`src/rtl/dlr_pkg.sv`:
```
`timescale 1ns/1ps
package dlr_pkg;
  typedef enum logic [2:0] {
    ST_HUNT, ST_LEN, ST_DATA, ST_SUM, ST_HOLD
  } dlr_state_t;

  // strobes from control to datapath
  typedef struct packed {
    logic capFunc;
    logic capLen;
    logic capData;
  } dlr_strobe_t;

  // status from datapath to control
  typedef struct packed {
    logic lenTooBig;
    logic lenZero;
    logic lastData;
    logic sumGood;
  } dlr_status_t;
endpackage

```
`src/rtl/dlr_datapath.sv`:
```
`timescale 1ns/1ps
module dlr_datapath
  import dlr_pkg::*;
#(
  parameter int DEPTH = 32
) (
  input  logic                       clk,
  input  logic                       rstN,
  input  logic [7:0]                 rxData,
  input  dlr_strobe_t                strb,
  output dlr_status_t                stat,
  output logic [7:0]                 funcReg,
  output logic [7:0]                 lenReg,
  input  logic [$clog2(DEPTH)-1:0]   rdAddr,
  output logic [7:0]                 rdData
);
  localparam int ADDR_W = $clog2(DEPTH);

  logic [7:0]        sumReg;
  logic [7:0]        cnt;
  logic [7:0]        bufMem [DEPTH];
  logic [ADDR_W-1:0] wrIdx;

  assign wrIdx = cnt[ADDR_W-1:0];

  always_ff @(posedge clk) begin
    if (!rstN) begin
      funcReg <= '0;
      lenReg  <= '0;
      sumReg  <= '0;
      cnt     <= '0;
    end else begin
      if (strb.capFunc) begin
        funcReg <= rxData;
        sumReg  <= rxData;
      end
      if (strb.capLen) begin
        lenReg <= rxData;
        sumReg <= sumReg + rxData;
        cnt    <= '0;
      end
      if (strb.capData) begin
        sumReg <= sumReg + rxData;
        cnt    <= cnt + 8'd1;
      end
    end
  end

  always_ff @(posedge clk) begin
    if (strb.capData) bufMem[wrIdx] <= rxData;
  end

  always_comb begin
    stat.lenTooBig = rxData > 8'(DEPTH);
    stat.lenZero   = rxData == 8'd0;
    stat.lastData  = cnt == (lenReg - 8'd1);
    stat.sumGood   = (sumReg + rxData) == 8'd0;
  end

  assign rdData = (32'(rdAddr) < DEPTH) ? bufMem[rdAddr] : 8'd0;
endmodule

```
`src/rtl/dlr_ctrl.sv`:
```
`timescale 1ns/1ps
module dlr_ctrl
  import dlr_pkg::*;
#(
  parameter int TIMEOUT = 1024
) (
  input  logic        clk,
  input  logic        rstN,
  input  logic        rxValid,
  input  logic [7:0]  rxData,
  input  logic        frmAck,
  input  dlr_status_t stat,
  output dlr_strobe_t strb,
  output logic        frmValid,
  output logic        frmPulse
);
  localparam int TO_W = $clog2(TIMEOUT + 1);

  dlr_state_t      state, nxt;
  logic [TO_W-1:0] idleCnt;
  logic            midFrame;
  logic            timedOut;

  assign midFrame = (state == ST_LEN) || (state == ST_DATA) || (state == ST_SUM);
  assign timedOut = midFrame && !rxValid && (idleCnt == TO_W'(TIMEOUT - 1));

  always_comb begin
    nxt  = state;
    strb = '0;
    case (state)
      ST_HUNT: if (rxValid && rxData[7]) begin
        strb.capFunc = 1'b1;
        nxt = ST_LEN;
      end
      ST_LEN: begin
        if (timedOut) nxt = ST_HUNT;
        else if (rxValid) begin
          strb.capLen = 1'b1;
          if (stat.lenTooBig)    nxt = ST_HUNT;
          else if (stat.lenZero) nxt = ST_SUM;
          else                   nxt = ST_DATA;
        end
      end
      ST_DATA: begin
        if (timedOut) nxt = ST_HUNT;
        else if (rxValid) begin
          strb.capData = 1'b1;
          if (stat.lastData) nxt = ST_SUM;
        end
      end
      ST_SUM: begin
        if (timedOut) nxt = ST_HUNT;
        else if (rxValid) nxt = stat.sumGood ? ST_HOLD : ST_HUNT;
      end
      ST_HOLD: if (frmAck) nxt = ST_HUNT;
      default: nxt = ST_HUNT;
    endcase
  end

  always_ff @(posedge clk) begin
    if (!rstN) begin
      state    <= ST_HUNT;
      frmPulse <= 1'b0;
      idleCnt  <= '0;
    end else begin
      state    <= nxt;
      frmPulse <= (state == ST_SUM) && rxValid && !timedOut && stat.sumGood;
      if (!midFrame || rxValid) idleCnt <= '0;
      else                      idleCnt <= idleCnt + 1'b1;
    end
  end

  assign frmValid = (state == ST_HOLD);
endmodule

```
`src/rtl/dlr_frame_rx.sv`:
```
`timescale 1ns/1ps
module dlr_frame_rx
  import dlr_pkg::*;
#(
  parameter int DEPTH   = 32,
  parameter int TIMEOUT = 1024
) (
  input  logic                     clk,
  input  logic                     rstN,
  input  logic [7:0]               rxData,
  input  logic                     rxValid,
  output logic                     frmValid,
  output logic                     frmPulse,
  output logic [7:0]               frmFunc,
  output logic [7:0]               frmLen,
  input  logic [$clog2(DEPTH)-1:0] rdAddr,
  output logic [7:0]               rdData,
  input  logic                     frmAck
);
  dlr_strobe_t strb;
  dlr_status_t stat;

  dlr_ctrl #(.TIMEOUT(TIMEOUT)) u_ctrl (
    .clk(clk), .rstN(rstN), .rxValid(rxValid), .rxData(rxData),
    .frmAck(frmAck), .stat(stat), .strb(strb),
    .frmValid(frmValid), .frmPulse(frmPulse)
  );

  dlr_datapath #(.DEPTH(DEPTH)) u_dp (
    .clk(clk), .rstN(rstN), .rxData(rxData), .strb(strb), .stat(stat),
    .funcReg(frmFunc), .lenReg(frmLen), .rdAddr(rdAddr), .rdData(rdData)
  );
endmodule

```
`config.mk`:
```
export PLATFORM = sky130hd
export DESIGN_NAME = dlr_frame_rx
export DESIGN_NICKNAME = d
export VERILOG_FILES = /design/src/rtl/dlr_pkg.sv /design/src/rtl/dlr_datapath.sv /design/src/rtl/dlr_ctrl.sv /design/src/rtl/dlr_frame_rx.sv
export SDC_FILE = /design/constraint.sdc
export NUM_CORES = 1
export LEC_CHECK = 0
export BUFFER_PORTS_ARGS = -buffer_cell sky130_fd_sc_hd__buf_2
export CORE_ASPECT_RATIO = 1.1
export CORE_MARGIN = 2
export CORE_UTILIZATION = 53
export DETAILED_ROUTE_END_ITERATION = 6
export PLACE_DENSITY = 0.69
export SLEW_MARGIN = 20
export SYNTH_ARGS = -nofsm -noshare
export SYNTH_HDL_FRONTEND = slang
export SYNTH_HIERARCHICAL = 1
export SYNTH_SLANG_ARGS = --single-unit
```
`constraint.sdc`:
```
create_clock -name clk -period 6.9 [get_ports clk]
set_clock_uncertainty 0.15 [all_clocks]
set_input_delay 0.69 -clock clk [delete_from_list [all_inputs] [get_ports clk]]
set_output_delay 0.69 -clock clk [all_outputs]
set_load 0.01 [all_outputs]
```
* Yosys cells after proc, flatten, opt, wreduce, memory -nomap -nowiden
Memory sizes are Yosys's and may differ from the RTL's. Index checks and enable logic that the tools add are counted.
Word-level totals: register bits after elaboration 47, RAM bits 256, input port bits 17, output and inout bits 26, logic and storage cells 71, memories 1
Operators by class: add/sub/neg operators 4, magnitude comparators 1, eq/ne operators 12, muxes and demuxes 26, bitwise operators 1, reduce and logical (&&, ||, !) cells 19
Memories:
- u_dp.bufMem | words 32, width 8, read ports 1, clocked after memory_dff 0, wr ports 1, line dlr_datapath.sv:21 | logic [7:0] bufMem [DEPTH];
Operator list (number):
- $mux W8 | 5
- $mux W3 | 10
- $logic_not A8 Y1 | 2
- $pmux W3 S5 | 1
- $ne A3 B2 Y1 const B | 4
- $add A11 B1 Y11 const B | 1
- $eq A11 B10 Y1 const B | 1
- $mux W1 | 9
- $add A8 B1 Y8 const B | 1
- $add A8 B8 Y8 | 1
- $eq A8 B8 Y1 | 1
- $gt A8 B6 Y1 const B | 1
- $sub A8 B1 Y8 const B | 1
- $eq A3 B2 Y1 const B | 2
- $logic_and A1 B1 Y1 | 6
- $reduce_and A6 Y1 | 1
- $ne A2 B1 Y1 const B | 2
- $eq A3 B1 Y1 const B | 1
- $eq A3 B3 Y1 const B | 1
- $logic_not A1 Y1 | 3
- $logic_not A3 Y1 | 1
- $logic_or A1 B1 Y1 | 3
- $reduce_bool A3 Y1 | 1
- $mux W2 | 1
- other kinds (3) | 3

* Depth between registers and ports, before layout
word-level depth 9, mapped depth 11

* By module
The synthesis kept the hierarchy.
Modules (own cells, without submodules):
- dlr_datapath | times used 1, cells each 625, area an instance 11771.3 um^2, seq. area each 8328.0 um^2
- dlr_ctrl | times used 1, cells each 84, area an instance 744.5 um^2, seq. area each 300.3 um^2

* Worst setup path before layout
OpenSTA, ideal clock, no wires.
path type input -> output, from input rdAddr[1], to output rdData[0], arrival 2.411 ns, setup slack 3.649 ns, stages 5, cell sequence clkbuf_1 clkbuf_1 mux4_2 mux4_2 mux2_2
On the way: word-level cells in the longest chain between the ends 1
Ends and longest elaborated chain:
- start, declared | line dlr_frame_rx.sv:16 | input logic [$clog2(DEPTH)-1:0] rdAddr,
- $mem_v2 Z32 W8
- end, declared | line dlr_frame_rx.sv:17 | output logic [7:0] rdData,
Every way passes these cells.

* Final worst setup path
from input rdAddr[0], to output rdData[1]
Same word-level chain as after synthesis.

==> results.json <==
{
  "drv_cap": 0,
  "ctsHoldBuffers": 0,
  "crit_chain": "buf_4 -> buf_4 -> mux4_2 -> mux4_2 -> mux2_2 -> buf_2",
  "dp_hpwl_um": 15600,
  "dr.pass1.iters": 5,
  "ant_nets": 0,
  "post_cts_resized": 0,
  "final_hold_viol_count": 0,
  "r2r_end": "u_ctrl/state[0]",
  "cp.arrival_ns": 3.39,
  "cts_sinks": 303,
  "cp_top_family": "multiplexers",
  "clock_path_buffers": 3,
  "synth.distinct_cells": 52,
  "die_h_um": 165,
  "synth_edf_count": 256,
  "track_usage": 0.209,
  "grtUsageMet2": 0.357,
  "multi_input_comb_area_um2": 3680,
  "leakagePower_nw": 4.52,
  "r2r_cells": 11,
  "finalSetupViolations": 0,
  "drcViolationCount": 0,
  "grt_pass1_vias": 6577,
  "post-place-ws_ns": 2.59,
  "avgSynthCellArea_um2": 17.7,
  "yosys_most_used_dff": "edfxtp_1",
  "slew_violations": 0,
  "port-buffer-count": 42,
  "core_um2": 23000,
  "clk_latency_ns": 0.54,
  "synth_top_cell_by_area": "edfxtp_1",
  "path_buf_inv": 3,
  "syn_inst": 709,
  "met3_usage": 0.0324,
  "postCtsSetupBuffers": 0,
  "drive_gt1_frac": 0.245,
  "die-area_um2": 24900,
  "min_period_over_period": 0.614,
  "seq_area_um2": 8630,
  "path_clk_slew_ns": 0.06,
  "grt_remaining_overflow": 0,
  "numCtsBuffers": 30,
  "dp.cells": 1021,
  "fin_ws_ns": 2.67,
  "ioPinCount": 43,
  "syn_to_final_growth_pct": 11.2,
  "grt_max_degree": 50,
  "ys_ff_latch": 303,
  "busiest_layer": "met2",
  "htree_levels": 1,
  "cp-start-kind": "input pin",
  "endpoint_kind": "primary output",
  "routabilityCongestion": 0.803,
  "status": "finished clean",
  "met1_usage": 0.290,
  "start_util": 0.544,
  "vias": 6477,
  "rsz0062_at_grt": "false",
  "worstReg2RegStart": "u_dp/lenReg[0]",
  "worst-path-stages": 6,
  "cpPeakStageDelay_ns": 0.71,
  "ir_worst_vdd_uv": 157,
  "path_class": "input pin to primary output",
  "post-route-util": 0.605,
  "tightest_slew_ns": 1.11,
  "synth_nets": 740,
  "power.density_nw_per_um2": 270,
  "synth-seq-area-share": 0.689,
  "crit_path_max_fanout": 49,
  "rows": 58,
  "diodes": 0,
  "drtIter0Drc": 577,
  "via_per_inst": 6.01,
  "yosysMostFrequentCell": "edfxtp_1",
  "slew_headroom": 0.259,
  "n_fill_cell": 1667,
  "grt_pass1_wl_um": 38700,
  "cp-startpoint": "rdAddr[0]",
  "fin_crit_ns": 4.23,
  "slowest_stage": "buf_4",
  "fin_nets": 784,
  "synth_top_cell_area_share": 0.614,
  "antenna_found_initial": 0,
  "cts_root_buffer": "clkbuf_16",
  "wl_per_cell_um": 23.4,
  "synth_common_cells": "edfxtp_1 (256), mux4_2 (80), nor2_1 (54), dfxtp_1 (47)",
  "fmax_mhz": 236,
  "finalNonFillerCells": 1077,
  "async_flop_share": 0,
  "fin_setup_tns_ns": 0,
  "die_w_um": 151,
  "synth.yosys.warnings": 6,
  "crit_path_end": "rdData[1]",
  "min_path_type": "flop to flop",
  "routed_wirelength_um": 25200,
  "cts_tree": "done",
  "syn-cell-area_um2": 12500,
  "r2r_setup_slack_ns": 3.77,
  "yosys-top-cells-area": "edfxtp_1 (61%), mux4_2 (14%), dfxtp_1 (7.5%)",
  "worstPathRequired_ns": 6.06
}
## cells by family (layout without fill, tap and decap cells)
kind of cell               after synthesis  after routing  share of synthesized area
DFF                                    303            303                      0.689
buffers and inverters                   47            115                     0.0168
muxes                                  106            106                      0.166
AOI/OAI and AO/OA                       59             59                     0.0321
and+or+nand+nor                        152            152                     0.0617
xor gates and xnor gates                28             28                     0.0196
adders and majority gates               14             14                     0.0146
## final cells by class
class / count / area share
multi-input cells: 359 / 0.264
clock buffers: 50 / 0.0656
inverters: 11 / 0.00297
flip-flops and latches: 303 / 0.620
repair buffers: 48 / 0.0185
well taps: 300 / 0.0270
clock inverters: 6 / 0.00207
## tightest hold or removal path, cell delays in order (launching register included)
cell      delay, ns
dfxtp_1        0.31
nand2b_1       0.06
a21boi_0       0.07
## flip-flops by register name (all words and copies together), names as in the netlist
signal and flops:
u_dp/bufMem 256, u_ctrl/frmPulse 1, u_dp/cnt 8, u_dp/funcReg 8, u_dp/lenReg 8, u_ctrl/state 3
u_dp/sumReg 8, u_ctrl/idleCnt 11
## where the power goes
part / leakage, nW / switching, mW / internal (mW)
clock network: 0.469 / 0.637 / 0.897
registers: 2.68 / 0.00765 / 1.99
logic: 1.37 / 0.126 / 0.0997
## routing by layer
layer  part of all wire  vias up  wire length, um
li1                   -     2888                -
met4              0.016        0              392
met1               0.41     3316            10300
met5                  0        -                0
met2               0.51      244            12800
met3              0.066       29             1650
## worst min path at each step
stage                           start                 to  slack [ns]  depth (start not counted)
floorplan           u_ctrl/idleCnt[0]  u_ctrl/idleCnt[0]        0.28                          1
global placement    u_ctrl/idleCnt[0]  u_ctrl/idleCnt[0]        0.29                          1
detailed placement    u_dp/funcReg[1]    u_dp/funcReg[1]        0.33                          2
CTS                   u_dp/funcReg[1]    u_dp/funcReg[1]        0.34                          2
global route          u_dp/funcReg[6]    u_dp/funcReg[6]        0.35                          2
finish                u_dp/funcReg[1]    u_dp/funcReg[1]        0.33                          2
## cell usage in the layout, fill, tap and decap left out, drive strengths merged, types with 3 or more instances in the layout
master	netlist	layout
o21ai	17	17
and3	6	6
xnor2	16	16
nand3	13	13
nand4	5	5
buf	14	48
mux4	80	80
nand2b	11	11
a21boi	5	5
xor2	12	12
inv	11	11
nor2b	14	14
clkbuf	22	50
a31oi	6	6
ha	13	13
a211oi	3	3
mux2	11	11
clkinv	0	6
nand3b	5	5
and2	5	5
mux2i	15	15
edfxtp	256	256
nand2	22	22
a21oi	10	10
o211a	3	3
nor2	55	55
nor3	8	8
dfxtp	47	47
## through the flow
stage / power, mW / hold WS, ns / instance area, um2
floorplan: 2.19 / 0.276 / 12500
global placement: 2.26 / 0.288 / 13000
detailed placement: 2.27 / 0.327 / 13000
CTS: 3.79 / 0.337 / 13900
global route: 3.89 / 0.354 / 13900
finish: 3.76 / 0.332 / 13900
Note: power is estimated with default switching activity, not from simulation.
